$ cat config.mk
export PLATFORM = sky130hd
export DESIGN_NAME = clk_bypass_ctrl
export DESIGN_NICKNAME = d
export VERILOG_FILES = /design/src/rtl/clk_byp_pkg.sv /design/src/rtl/clk_byp_regs.sv /design/src/rtl/clk_byp_fsm.sv /design/src/rtl/clk_byp_div.sv /design/src/rtl/clk_bypass_ctrl.sv
export SDC_FILE = /design/constraint.sdc
export NUM_CORES = 1
export LEC_CHECK = 0
export BUFFER_PORTS_ARGS = -buffer_cell sky130_fd_sc_hd__buf_2
export CAP_MARGIN = 20
export CORE_ASPECT_RATIO = 1.4
export CORE_UTILIZATION = 37
export CTS_CLUSTER_DIAMETER = 200
export DETAILED_ROUTE_END_ITERATION = 16
export GPL_ROUTABILITY_DRIVEN = 0
export SYNTH_ARGS = -nofsm -noshare
export SYNTH_HDL_FRONTEND = slang
export SYNTH_SLANG_ARGS = --single-unit
$ cat constraint.sdc
create_clock -name clk_i -period 1.45 [get_ports clk_i]
set_input_delay 0 -clock clk_i [delete_from_list [all_inputs] [get_ports clk_i]]
set_output_delay 0 -clock clk_i [all_outputs]
set_load 0.02 [all_outputs]
$ cat src/rtl/clk_byp_pkg.sv
package clk_byp_pkg;
    parameter int unsigned MUBI_W = 4;
    parameter int unsigned ADDR_W = 2;

    localparam logic [MUBI_W-1:0] MUBI_TRUE  = 4'b0110;
    localparam logic [MUBI_W-1:0] MUBI_FALSE = 4'b1001;

    localparam logic [ADDR_W-1:0] ADDR_SEL  = 2'd0;
    localparam logic [ADDR_W-1:0] ADDR_HS   = 2'd1;
    localparam logic [ADDR_W-1:0] ADDR_LOCK = 2'd2;

    typedef enum logic [2:0] {
        ST_IDLE,
        ST_REQ_HW,
        ST_REQ_SW,
        ST_BYP_HW,
        ST_BYP_SW,
        ST_RELEASE
    } byp_state_e;

    function automatic logic mubi_is_true(input logic [MUBI_W-1:0] v);
        return v == MUBI_TRUE;
    endfunction
endpackage

$ cat src/rtl/clk_byp_regs.sv
module clk_byp_regs
    import clk_byp_pkg::*;
(
    input  logic              clk_i,
    input  logic              rst_ni,
    input  logic              we_i,
    input  logic [ADDR_W-1:0] addr_i,
    input  logic [MUBI_W-1:0] wdata_i,
    output logic [MUBI_W-1:0] rdata_o,
    output logic              sel_true_o,
    output logic              hs_true_o,
    output logic              lock_o
);
    logic [MUBI_W-1:0] sel_q;
    logic [MUBI_W-1:0] hs_q;
    logic              lock_q;

    always_ff @(posedge clk_i or negedge rst_ni) begin
        if (!rst_ni) begin
            sel_q  <= MUBI_FALSE;
            hs_q   <= MUBI_FALSE;
            lock_q <= 1'b1;
        end else if (we_i) begin
            if (addr_i == ADDR_SEL && lock_q) begin
                sel_q <= wdata_i;
            end
            if (addr_i == ADDR_HS) begin
                hs_q <= wdata_i;
            end
            if (addr_i == ADDR_LOCK && wdata_i[0]) begin
                lock_q <= 1'b0;
            end
        end
    end

    always_comb begin
        unique case (addr_i)
            ADDR_SEL:  rdata_o = sel_q;
            ADDR_HS:   rdata_o = hs_q;
            ADDR_LOCK: rdata_o = {{(MUBI_W-1){1'b0}}, lock_q};
            default:   rdata_o = '0;
        endcase
    end

    assign sel_true_o = mubi_is_true(sel_q);
    assign hs_true_o  = mubi_is_true(hs_q);
    assign lock_o     = lock_q;
endmodule

$ cat src/rtl/clk_byp_fsm.sv
module clk_byp_fsm
    import clk_byp_pkg::*;
(
    input  logic       clk_i,
    input  logic       rst_ni,
    input  logic       hw_req_i,
    input  logic       sw_req_i,
    input  logic       scan_i,
    input  logic       hs_true_i,
    input  logic       src_ack_i,
    output logic       src_req_o,
    output logic       hw_ack_o,
    output logic       step_down_o,
    output byp_state_e state_o
);
    byp_state_e state_q, state_d;
    logic       hold_q;
    logic       step_now;

    always_ff @(posedge clk_i or negedge rst_ni) begin
        if (!rst_ni) begin
            state_q <= ST_IDLE;
        end else begin
            state_q <= state_d;
        end
    end

    always_comb begin
        state_d = state_q;
        unique case (state_q)
            ST_IDLE: begin
                if (hw_req_i)      state_d = ST_REQ_HW;
                else if (sw_req_i) state_d = ST_REQ_SW;
            end
            ST_REQ_HW: begin
                if (!hw_req_i)      state_d = ST_RELEASE;
                else if (src_ack_i) state_d = ST_BYP_HW;
            end
            ST_REQ_SW: begin
                if (!sw_req_i)      state_d = ST_RELEASE;
                else if (src_ack_i) state_d = ST_BYP_SW;
            end
            ST_BYP_HW: begin
                if (!hw_req_i) state_d = ST_RELEASE;
            end
            ST_BYP_SW: begin
                if (!sw_req_i) state_d = ST_RELEASE;
            end
            ST_RELEASE: begin
                if (!src_ack_i) state_d = ST_IDLE;
            end
            default: state_d = ST_IDLE;
        endcase
    end

    always_comb begin
        src_req_o = 1'b0;
        hw_ack_o  = 1'b0;
        step_now  = 1'b0;
        unique case (state_q)
            ST_IDLE:    ;
            ST_REQ_HW:  src_req_o = 1'b1;
            ST_REQ_SW:  src_req_o = 1'b1;
            ST_BYP_HW: begin
                src_req_o = 1'b1;
                hw_ack_o  = 1'b1;
                step_now  = !scan_i;
            end
            ST_BYP_SW: begin
                src_req_o = 1'b1;
                step_now  = hs_true_i;
            end
            ST_RELEASE: step_now = hold_q;
            default:    ;
        endcase
    end

    always_ff @(posedge clk_i or negedge rst_ni) begin
        if (!rst_ni) begin
            hold_q <= 1'b0;
        end else if (state_q == ST_BYP_HW || state_q == ST_BYP_SW) begin
            hold_q <= step_now;
        end else if (state_q == ST_IDLE) begin
            hold_q <= 1'b0;
        end
    end

    assign step_down_o = step_now;
    assign state_o     = state_q;
endmodule

$ cat src/rtl/clk_byp_div.sv
module clk_byp_div #(
    parameter int unsigned CNT_W = 2
) (
    input  logic clk_i,
    input  logic rst_ni,
    input  logic step_down_i,
    output logic div2_en_o,
    output logic div4_en_o
);
    localparam logic [CNT_W-1:0] CNT_MAX = {CNT_W{1'b1}};

    logic [CNT_W-1:0] cnt_q;

    always_ff @(posedge clk_i or negedge rst_ni) begin
        if (!rst_ni) cnt_q <= '0;
        else         cnt_q <= cnt_q + 1'b1;
    end

    always_comb begin
        if (step_down_i) begin
            div2_en_o = 1'b1;
            div4_en_o = cnt_q[0];
        end else begin
            div2_en_o = cnt_q[0];
            div4_en_o = (cnt_q[1:0] == CNT_MAX[1:0]);
        end
    end
endmodule

$ cat src/rtl/clk_bypass_ctrl.sv
module clk_bypass_ctrl
    import clk_byp_pkg::*;
(
    input  logic              clk_i,
    input  logic              rst_ni,
    input  logic              hw_req_i,
    input  logic              dbg_en_i,
    input  logic              scan_i,
    input  logic              src_ack_i,
    input  logic              reg_we_i,
    input  logic [ADDR_W-1:0] reg_addr_i,
    input  logic [MUBI_W-1:0] reg_wdata_i,
    output logic [MUBI_W-1:0] reg_rdata_o,
    output logic              src_req_o,
    output logic              hw_ack_o,
    output logic              step_down_o,
    output logic              div2_en_o,
    output logic              div4_en_o
);
    logic       sel_true;
    logic       hs_true;
    logic       lock;
    logic       sw_req;
    byp_state_e fsm_state;

    clk_byp_regs u_regs (
        .clk_i      (clk_i),
        .rst_ni     (rst_ni),
        .we_i       (reg_we_i),
        .addr_i     (reg_addr_i),
        .wdata_i    (reg_wdata_i),
        .rdata_o    (reg_rdata_o),
        .sel_true_o (sel_true),
        .hs_true_o  (hs_true),
        .lock_o     (lock)
    );

    assign sw_req = sel_true && dbg_en_i;

    clk_byp_fsm u_fsm (
        .clk_i       (clk_i),
        .rst_ni      (rst_ni),
        .hw_req_i    (hw_req_i),
        .sw_req_i    (sw_req),
        .scan_i      (scan_i),
        .hs_true_i   (hs_true),
        .src_ack_i   (src_ack_i),
        .src_req_o   (src_req_o),
        .hw_ack_o    (hw_ack_o),
        .step_down_o (step_down_o),
        .state_o     (fsm_state)
    );

    clk_byp_div #(.CNT_W(2)) u_div (
        .clk_i       (clk_i),
        .rst_ni      (rst_ni),
        .step_down_i (step_down_o),
        .div2_en_o   (div2_en_o),
        .div4_en_o   (div4_en_o)
    );
endmodule

Word-level counts from Yosys, hierarchy flattened
Cells that the tools add are included.
{"block": "word_totals", "reg_bits": 15, "word_cells": 54}
{"block": "classes", "mux": 18, "add_sub_neg": 1, "eq_ne": 16, "reduce_logical": 13}
{"cell": "3-bit two-way mux", "n": 9}
{"cell": "3-bit one-hot mux with 6 select lines", "n": 1}
{"cell": "4-bit one-hot mux with 3 select lines", "n": 1}
{"cell": "4-bit by 3-bit equality test with 1-bit output, second input constant", "n": 2}
{"cell": "3-bit by 2-bit equality test with 1-bit output, second input constant", "n": 2}
{"cell": "3-bit equality test, second input constant", "n": 2}
{"cell": "1-bit two-way mux", "n": 6}
{"cell": "2-bit inequality test, second input constant", "n": 3}
{"cell": "3-bit inequality test, second input constant", "n": 2}
{"cell": "2-bit AND reduction", "n": 3}
{"cell": "6-bit AND reduction", "n": 1}
{"cell": "2-bit equality test, second input constant", "n": 2}
{"cell": "4-bit OR reduction", "n": 1}
{"cell": "3-bit by 1-bit equality test with 1-bit output, second input constant", "n": 1}
{"cell": "1-bit logical AND", "n": 3}
{"cell": "3-bit zero test", "n": 1}
{"cell": "3-bit by 2-bit inequality test with 1-bit output, second input constant", "n": 1}
{"cell": "1-bit one-hot mux with 3 select lines", "n": 1}
{"cell": "2-bit by 1-bit adder with 2-bit output, second input constant", "n": 1}
{"cell": "2-bit by 1-bit equality test with 1-bit output, second input constant", "n": 1}
{"cell": "2-bit zero test", "n": 1}
{"cell": "2-bit nonzero test", "n": 1}
{"cell": "1-bit zero test", "n": 1}
{"cell": "1-bit logical OR", "n": 1}

Longest topological paths before layout
{"block": "logic_depth", "depth_word": 5, "depth_mapped": 5}

Hierarchy
A second synthesis with hierarchy kept.
{"block": "unflattened", "cells_unflattened": 77, "area_unflattened_um2": 898.4}
{"module": "clk_byp_regs", "n_inst": 1, "area_each_um2": 491.7, "seq_area_each_um2": 231.5, "cells_each": 36}
{"module": "clk_byp_fsm", "n_inst": 1, "area_each_um2": 312.8, "seq_area_each_um2": 100.1, "cells_each": 34}
{"module": "clk_byp_div", "n_inst": 1, "area_each_um2": 87.6, "seq_area_each_um2": 50.0, "cells_each": 6}
{"module": "clk_bypass_ctrl", "n_inst": 1, "area_each_um2": 6.3, "seq_area_each_um2": 0.0, "cells_each": 1}

Worst setup path before layout
OpenSTA, ideal clock, no wires.
{"block": "synth_path", "path_type": "register -> register", "start": "reg u_regs.sel_q[1]", "end": "reg u_fsm.state_q[1], in the netlist u_fsm.state_o[1]", "setup_ns": 0.082, "path_slack_ns": -0.084, "n_path_buf": 0, "period_less_slack_ns": 1.534, "arrival_ns": 1.452, "stages_incl_launch_ff": 5, "cell_sequence": "dfrtp_1 nand2_1 or4b_4 or4_1 a31oi_1"}
{"block": "synth_between", "elab_chain_cells": 4, "word_cells_on_any_way": 8, "classes_between": "eq/ne (4); mux (2); reduce/logical (2)"}
{"element": "from (decl)", "line_no": "clk_byp_regs.sv:14", "text": "logic [MUBI_W-1:0] sel_q;"}
{"element": "from (signal assigned)", "line_no": "clk_byp_regs.sv:25", "text": "sel_q <= wdata_i;"}
{"element": "4-bit by 3-bit equality test with 1-bit output *", "line_no": "clk_byp_pkg.sv:22", "text": "return v == MUBI_TRUE;"}
{"element": "1-bit logical AND *", "line_no": "clk_bypass_ctrl.sv:38", "text": "assign sw_req = sel_true && dbg_en_i;"}
{"element": "3-bit inequality test (no line), or another cell as far along"}
{"element": "6-bit AND reduction (no line) / 3-bit one-hot mux with 6 select lines (equally long branches)"}
{"element": "to (signal assigned)", "line_no": "clk_byp_fsm.sv:24", "text": "state_q <= state_d;"}
{"element": "to (decl)", "line_no": "clk_byp_fsm.sv:16", "text": "byp_state_e state_q, state_d;"}
Mark *: on every way between the ends. The rest lies on a longest branch, timed or not.
A chain may end at the register's enable or synchronous reset.

Final worst setup path
{"block": "layout_path", "start": "reg u_fsm.state_q[2], in the netlist u_fsm.state_o[2]", "end": "out div4_en_o"}
{"block": "layout_between", "elab_chain_cells": 3, "word_cells_on_any_way": 5, "classes_between": "eq/ne (3); mux (2)"}
{"element": "3-bit equality test / 3-bit by 2-bit equality test with 1-bit output (equally long branches)", "line_no": "clk_byp_fsm.sv:60", "text": "unique case (state_q)"}
{"element": "1-bit one-hot mux with 3 select lines *", "line_no": "clk_byp_fsm.sv:60"}
{"element": "1-bit two-way mux *", "line_no": "clk_byp_div.sv:20", "text": "if (step_down_i) begin"}
{"element": "to (decl)", "line_no": "clk_bypass_ctrl.sv:18", "text": "output logic div4_en_o"}
Marks and branches as above.

==> run summary <==
status = finished with violations
failing checks = negative setup slack
worst skew pair latency = 0.28 ns
routed len/inst = 13.44 µm
Yosys Warn Count = 0
WHS Path Cells = 3
first-pass GRT wire length = 3.222 mm
syn_nets = 91
area growth from synthesis to layout = 40.96%
RSZ-0062 raised after global routing = true
fin crit period = 1.665 ns
vias in the first global route = 759
Layout Nets = 133
Mapped Cells = 77
antenna violations before repair = 0
layout filler cell count = 194
die area = 0.002442 mm²
Non-Filler Instances = 139
Num CTS Buffers = 3
final setup violation count = 6
f_max = 0.6007 GHz
largest net degree at the start of global routing = 16
PD cells = 1302 mW/mm²
layout cells sized above 1 = 46.61%
Total GRT Usage = 17.46%
vias per cell = 5.331
CTS tree = done
DRT antenna net count = 0
most common cell after layout, fill and taps aside = buf_2
multi-input gate area in the final layout = 432.9 µm²
Max Clock Skew = 0.002223 ns
CP Class = flop to primary output
pre-CTS setup slack = -0.1153 ns
deepest clock path buffer count = 2
worst hold margin = 0.04382 ns
Max rail drop VDD = 826.8 µV
CTS Sinks = 15
ratio of final minimum period to clock period = 114.8%
fraction of registers with async set/reset = 100.0%
grt ovf = 0
Die Span Y = 58.07 µm
Placeable Area = 0.002044 mm²
Hold Vio Cnt, Final = 0
most frequent cells in the layout = 18 x buf_2, 13 x buf_4, 10 x dfrtp_1
CP Data Arrival Time = 1.66 ns
design area = 0.001171 mm²
EDFF count, synth = 0
Die X-Extent = 42.05 µm
register area share after synthesis = 45.93%
CP endpoint kind = primary output
max_cap viols = 0
number of DRC markers in iteration 0 = 12
Placed Cells = 127
Post-Syn Area = 830.8 µm²
number of port buffers = 21
DP Area = 0.001030 mm²
post-synthesis cell type count = 34
Slew headroom = 77.93%
FF/Latch Area = 381.6 µm²
crit path max fanout = 3
routed via count = 741
Slew Limit Fails = 0
FP Rows = 19
FF+latch count, synth = 15
starting density of the core = 40.64%
Root Driver = clkbuf_4
worst r2r path cells = 4
H-Tree Level Count = 1
setup TNS = -0.5114 ns
dpl hpwl = 1.437 mm
Leak = 0.5676 nW
Most used DFF post-synth = dfrtp_1
Initial DRT Pass Iterations = 4
drt drc = 0
HP Class = input port to flop
syn avg cell area = 10.79 µm²
WP data required = 1.45 ns
Worst Tran Pin Value = 0.3310 ns
Pwr Total = 1.525 mW
Routed WL = 1.868 mm
antenna diode count = 0
PnR worst setup slack = -0.2147 ns
I/O pin count = 22
CTS clk-pin slew, worst paths = 0.08 ns
CP Launch Type = flop
final core occ = 57.28%
-- state kept, by name, indices dropped and copies added (netlist names) --
register / flops
u_regs.lock_o: 1
u_regs.hs_q: 4
u_regs.sel_q: 4
u_fsm.hold_q: 1
u_div.cnt_q: 2
u_fsm.state_o: 3
-- final cells by class --
type,instances,area share [%]
multi-input combinational,55,36.97
sequential,15,32.59
timing repair buffer,41,25.00
clock buffer,4,2.244
tap,21,2.244
inverter,3,0.9615
-- kinds of logic (layout without fill, tap and decap cells) --
| logic type | after synthesis | after routing | synth area share (%) |
|---|---|---|---|
| flops | 15 | 15 | 45.93 |
| fa+ha+maj | 1 | 1 | 1.506 |
| mux | 14 | 14 | 18.22 |
| compound gates | 13 | 13 | 10.39 |
| simple gates | 26 | 26 | 18.82 |
| buf+inv | 7 | 48 | 4.066 |
| xor+xnor | 1 | 1 | 1.054 |
-- Yosys cell counts, drive strengths merged, types with 2 or more instances --
cell type  count  area, µm²
nand2          4      15.01
mux2           9      101.3
nand3b         2      15.01
nor2           9      33.78
mux2i          5      50.05
inv            2      7.510
buf            2      15.01
o21ai          3      15.01
or4            2      15.01
a21oi          3      15.01
dfstp          5      131.4
nand4b         2      17.52
clkbuf         2      7.510
dfrtp         10      250.2
-- worst max-delay path, stage by stage (launching register included) --
cell,delay (ns)
dfrtp_1,0.41
and4b_1,0.19
a31o_1,0.19
a21oi_2,0.14
mux2_4,0.32
buf_6,0.13
-- path summary, 6_finish.rpt --
| check | slack (ns) | to | startpoint |
|---|---|---|---|
| worst max-delay path | -0.21 | div4_en_o | u_fsm.state_o[2] |
| worst min-delay path | 0.04 | u_fsm.state_o[1] | hw_req_i |
| worst max register to register | -0.14 | u_fsm.state_o[1] | u_regs.sel_q[1] |
| worst min register to register | 0.47 | u_div.cnt_q[0] | u_div.cnt_q[0] |
| max in group asynchronous | 1.01 | u_regs.lock_o | rst_ni |
| min in group asynchronous | 0.14 | u_regs.hs_q[2] | rst_ni |
-- per-layer routing --
| layer | track usage, % | routed length, µm |
|---|---|---|
| met1 | 20.68 | 775 |
| met2 | 31.47 | 1012 |
| met3 | 1.869 | 65 |
| met4 | 8.036 | 14 |
| met5 | 0 | 0 |
-- power by group --
| part | switching [mW] | internal [mW] |
|---|---|---|
| Sequential | 0.0519 | 0.492 |
| Combinational | 0.360 | 0.387 |
| Clock | 0.127 | 0.107 |
| Total | 0.539 | 0.986 |
-- what timing repair did --
| item | CTS | global route |
|---|---|---|
| hold endpoints to repair | 24 | 0 |
| setup buffers | 2 | 1 |
| hold buffers | 6 | 0 |
| pin swaps | 2 | 1 |
| gates resized for setup | 6 | 6 |
| endpoints found under the setup margin | 5 | 6 |
(Power assumes the default switching activity.)
